--- src/rtl/cfg_host_seq.sv ---
module cfg_host_seq #(
  parameter int CW = 16,
  parameter int PW = 8
) (
  input  logic          clk,
  input  logic          rst_n,
  input  logic          start_req,
  input  logic          reconfig_req,
  input  logic          xfer_done,
  input  logic          dev_stat_n,
  input  logic          dev_loaded,
  input  logic          dev_running,
  input  logic [CW-1:0] ready_tmo,
  input  logic [CW-1:0] done_tmo,
  input  logic [CW-1:0] init_tmo,
  input  logic [CW-1:0] ncfg_low_min,
  input  logic [PW-1:0] err_pulse_min,
  output logic          prog_n_o,
  output logic          xfer_en_o,
  output logic          app_rst_n_o,
  output logic          load_ok_o,
  output logic [1:0]    err_code_o
);

  typedef enum logic [2:0] {
    S_IDLE, S_START, S_WREADY, S_XFER, S_WINIT, S_USER, S_ERR, S_CLEAN
  } st_t;

  localparam logic [1:0] E_NONE = 2'b00;
  localparam logic [1:0] E_STAT = 2'b01;
  localparam logic [1:0] E_LOAD = 2'b10;
  localparam logic [1:0] E_RUN  = 2'b11;

  st_t st, st_nx;
  logic [2:0]    sy1, sy2;
  logic          stat_s, ld_s, run_s;
  logic [CW-1:0] cnt;
  logic [PW-1:0] lowcnt;
  logic          done_seen;
  logic          pulse_err;
  logic [1:0]    code_nx;

  always_ff @(posedge clk or negedge rst_n)
    if (!rst_n) begin
      sy1 <= '0;
      sy2 <= '0;
    end else begin
      sy1 <= {dev_running, dev_loaded, dev_stat_n};
      sy2 <= sy1;
    end

  assign stat_s = sy2[0];
  assign ld_s   = sy2[1];
  assign run_s  = sy2[2];

  always_ff @(posedge clk or negedge rst_n)
    if (!rst_n)                      lowcnt <= '0;
    else if (st != S_XFER || stat_s) lowcnt <= '0;
    else if (lowcnt != '1)           lowcnt <= lowcnt + 1'b1;

  assign pulse_err = (st == S_XFER) && stat_s && (lowcnt != '0) && (lowcnt >= err_pulse_min);

  always_comb begin
    st_nx   = st;
    code_nx = err_code_o;
    case (st)
      S_IDLE:   if (start_req && !stat_s) st_nx = S_START;
      S_START:  st_nx = S_WREADY;
      S_WREADY:
        if (stat_s) st_nx = S_XFER;
        else if (cnt >= ready_tmo) begin
          st_nx = S_ERR; code_nx = E_STAT;
        end
      S_XFER:
        if (pulse_err) begin
          st_nx = S_ERR; code_nx = E_STAT;
        end else if (ld_s) st_nx = S_WINIT;
        else if (done_seen && cnt >= done_tmo) begin
          st_nx = S_ERR; code_nx = E_LOAD;
        end
      S_WINIT:
        if (run_s) st_nx = S_USER;
        else if (cnt >= init_tmo) begin
          st_nx = S_ERR; code_nx = E_RUN;
        end
      S_USER:   if (reconfig_req) st_nx = S_CLEAN;
      S_CLEAN:
        if (cnt >= ncfg_low_min && !stat_s && !ld_s && !run_s) st_nx = S_START;
      S_ERR:
        if (cnt >= ncfg_low_min && !stat_s) st_nx = S_IDLE;
      default:  st_nx = S_IDLE;
    endcase
    if (st_nx == S_START) code_nx = E_NONE;
  end

  always_ff @(posedge clk or negedge rst_n)
    if (!rst_n) begin
      st         <= S_IDLE;
      err_code_o <= E_NONE;
      load_ok_o  <= 1'b0;
      done_seen  <= 1'b0;
      cnt        <= '0;
    end else begin
      st         <= st_nx;
      err_code_o <= code_nx;
      load_ok_o  <= (st == S_XFER) && (st_nx == S_WINIT);
      if (st_nx != st)               done_seen <= 1'b0;
      else if (st == S_XFER && xfer_done) done_seen <= 1'b1;
      if (st_nx != st)                         cnt <= '0;
      else if (st == S_XFER && !done_seen)     cnt <= '0;
      else if (cnt != '1)                      cnt <= cnt + 1'b1;
    end

  assign prog_n_o    = !(st == S_IDLE || st == S_ERR || st == S_CLEAN);
  assign xfer_en_o   = (st == S_XFER);
  assign app_rst_n_o = (st == S_USER);


  prog_rise_idle_chk: assert property (@(posedge clk) disable iff (!rst_n)
    $rose(prog_n_o) |-> $past(!stat_s));


  xfer_gate_chk: assert property (@(posedge clk) disable iff (!rst_n)
    $rose(xfer_en_o) |-> $past(stat_s));


  rst_release_chk: assert property (@(posedge clk) disable iff (!rst_n)
    $rose(app_rst_n_o) |-> $past(run_s));


  load_ok_src_chk: assert property (@(posedge clk) disable iff (!rst_n)
    load_ok_o |-> $past(ld_s) && !xfer_en_o);


  load_ok_pulse_chk: assert property (@(posedge clk) disable iff (!rst_n)
    load_ok_o |=> !load_ok_o);


  user_hold_chk: assert property (@(posedge clk) disable iff (!rst_n)
    ($fell(prog_n_o) && $past(app_rst_n_o)) |-> $past(reconfig_req));


  err_drop_chk: assert property (@(posedge clk) disable iff (!rst_n)
    (!$stable(err_code_o) && err_code_o != 2'b00) |-> !prog_n_o);

endmodule

--- config.mk ---
export PLATFORM = sky130hd
export DESIGN_NAME = cfg_host_seq
export DESIGN_NICKNAME = d
export VERILOG_FILES = /design/src/rtl/cfg_host_seq.sv
export SDC_FILE = /design/constraint.sdc
export NUM_CORES = 1
export LEC_CHECK = 0
export BUFFER_PORTS_ARGS = -buffer_cell sky130_fd_sc_hd__buf_2
export CAP_MARGIN = 10
export CORE_MARGIN = 2
export CORE_UTILIZATION = 30
export DETAILED_ROUTE_END_ITERATION = 10
export GPL_TIMING_DRIVEN = 0
export MAX_ROUTING_LAYER = met4
export PLACE_DENSITY_LB_ADDON = 0.2
export SETUP_SLACK_MARGIN = 0.1
export SYNTH_ARGS = -nofsm -noshare
export SYNTH_HDL_FRONTEND = slang
export SYNTH_SLANG_ARGS = --single-unit
--- constraint.sdc ---
create_clock -name clk -period 7.19 [get_ports clk]
set_input_delay 1.0785 -clock clk [delete_from_list [all_inputs] [get_ports clk]]
set_output_delay 1.0785 -clock clk [all_outputs]
set_load 0.01 [all_outputs]
==> flow_summary.toml <==
[status]
run_status = "finished clean"

[timing]
final.min_clock_period_ns = 3.369
fmax_mhz = 296.9
drv_slew = 0
rsz0062_at_grt = "false"
final-setup-viol-count = 0
worst_pin_slew_ns = 0.8674
finalSetupTns_ns = 0
min_period_over_period_pct = 46.85
slew_headroom_pct = 42.18
hold_ws_ns = 0.3468
hold_violations = 0
finalClockSkew_ns = 0.006659

[floorplan]
num_rows = 40
fp.dieW_um = 115.6
initial_core_util_pct = 30.96
ioPinCount = 86
die_h_um = 115.6
coreArea_um2 = 12060
die-area_um2 = 13360

[grt]
grt.total_usage_pct = 15.78
grt_max_degree = 38
met3_usage_pct = 2.406
grt_first_pass_wirelength_mm = 16.06
overflow = 0
antenna_found_initial = 0
first_global_vias = 3405
grtUsageMet2_pct = 25.81
busiest_layer = "met2"
grt_use_met1_pct = 20.50

[hold_path]
hold_depth = 0
min_path_type = "flop to flop"

[power]
ir_drop_uv = 91.62
leakage_uw = 0.002487
powerDensity_nw_per_um2 = 163.6

[yosys]
syn_nets = 601
ys_seq_area_share_pct = 24.79
syn_area_um2 = 3735
synth_edf_count = 0
synth.distinct_cells = 54
netlist_instances = 446
yosys_register_bits = 37
synth.avg_cell_area_um2 = 8.374
synthArstFlopShare_pct = 100.0
yosys_warnings = 0
synth_ff_type = "dfrtp_1"

[route]
antenna_left = 0
drtIter0Drc = 153
vias = 3387
avgViaCountPerCell = 4.791
routed_wl_mm = 9.726
wl_per_cell_um = 13.76
drc_errors = 0
firstDrtPassIters = 5

[final_layout]
antennaDiodeCount = 0
design_area_um2 = 4513
nNetsFinal = 693
drive_above_1_share_pct = 21.15
syn_to_final_growth_pct = 20.84
layout_common_cells = "buf_2, inv_1, ha_1, dfrtp_1, a21oi_1"
final_util_pct = 37.42
layout_commonest_cell = "buf_2"

[worst_setup_path]
critical_path.endpoint = "cnt[6]$_DFFE_PN0P_"
regToRegEndpoint = "cnt[1]$_DFFE_PN0P_"
crit_fanout = 10
crit_path_start_kind = "input pin"
r2r_slack_ns = 4.12
reg2reg_depth = 10
required_ns = 7.37
reg2reg_from = "cnt[0]$_DFFE_PN0P_"
arrival_ns = 3.54
endpoint_kind = "flop"
crit_type = "input pin to flop"
startpoint = "ncfg_low_min[13]"

[clock_network]
post_cts.repair.setup_buffers = 0
cts_resized = 0
clk_latency_ns = 0.28
clk_pin_slew_worst_paths_ns = 0.06
post_cts_hold_buffer_count = 0
cts.sinks = 37
cts_buffer_depth = 2
cts_max_level = 2
cts_tree = "done"
clockRootBuffer = "clkbuf_16"
numCtsBuffers = 5

[placement]
hpwl_mm = 8.052
port_buffers = 85
gp_congestion = 0.8187
placed_area_um2 = 4370

[job]
cap_violations = 0
==> cell usage after synthesis (all sizes together) (6+ instances only) <==
library cell	n	area share (%)
and3	13	2.2
dfrtp	37	25
nor2	34	4.1
a21oi	32	4.3
xor2	9	2.1
mux2i	6	1.6
nand2	26	2.6
o21ai	17	2.3
inv	81	8.1
nor3	7	0.94
nand4	11	2.4
a31oi	12	2.0
ha	75	25
nand3	16	2.1
nand2b	12	2.0
==> power breakdown <==
part / total (uW) / internal (uW) / switching, uW / leakage [uW]
Combinational: 250 / 116 / 134 / 0.00195
Sequential: 274 / 228 / 45.9 / 0.000472
Clock: 215 / 127 / 87.8 / 0.0000696
==> routing by layer <==
metal	vias to the layer above	share of wire, %
met4	0	1.1
met2	73	46
met1	1560	49
li1	1746	-
met3	8	4.4
met5	-	0
==> cell families (layout without fill, tap and decap cells) <==
family / after synthesis / after routing / share of synthesized area [%]
AO/OA/AOI/OAI: 91 / 91 / 15.91
XOR/XNOR: 14 / 14 / 3.283
adder cells (fa/ha/maj): 75 / 75 / 25.13
buffers and inverters: 86 / 179 / 9.179
flip-flops: 37 / 37 / 24.79
multiplexers: 6 / 6 / 1.608
AND/OR/NAND/NOR: 137 / 137 / 20.10
==> flip-flops by register name (all words and copies together) (netlist names) <==
signal,flops
cnt,16
done_seen,1
err_code_o,2
load_ok_o,1
lowcnt,8
st,3
sy1,3
sy2,3
==> critical path: stages <==
cell and delay [ns]:
buf_2 0.08, inv_1 0.04, ha_1 0.30, nand4_2 0.16, nor4_1 0.35, or4b_1 0.52, a31o_1 0.30, a211o_1 0.33
nand4_4 0.16, buf_12 0.17, nor2_2 0.04
==> worst min-delay path by stage <==
stage                      from                to  slack (ns)
2_1_floorplan  sy1[0]$_DFF_PN0_  sy2[0]$_DFF_PN0_        0.33
5_1_grt        sy1[2]$_DFF_PN0_  sy2[2]$_DFF_PN0_        0.36
6_report       sy1[1]$_DFF_PN0_  sy2[1]$_DFF_PN0_        0.35
3_5_place_dp   sy1[1]$_DFF_PN0_  sy2[1]$_DFF_PN0_        0.34
4_1_cts        sy1[1]$_DFF_PN0_  sy2[1]$_DFF_PN0_        0.35
3_3_place_gp   sy1[1]$_DFF_PN0_  sy2[1]$_DFF_PN0_        0.33
==> stage by stage <==
step | setup WS [ns] | instances | total power (uW)
6_report | 3.821 | 707 | 738.2
5_1_grt | 3.704 | 707 | 798.8
4_1_cts | 3.808 | 707 | 745.5
3_5_place_dp | 3.528 | 699 | 527.8
3_3_place_gp | 3.525 | 699 | 518.1
2_1_floorplan | 4.011 | 446 | 437.1
==> final cells by class <==
cell class	count	area [um2]
flip-flops and latches	37	925.9
clock inverters	3	17.52
well taps	168	210.2
fillers	1254	7548
multi-input cells	323	2466
clock buffers	5	125.1
plain buffers	5	38.79
repair buffers	85	425.4
inverters	81	304.0
(Power assumes the default switching activity.)
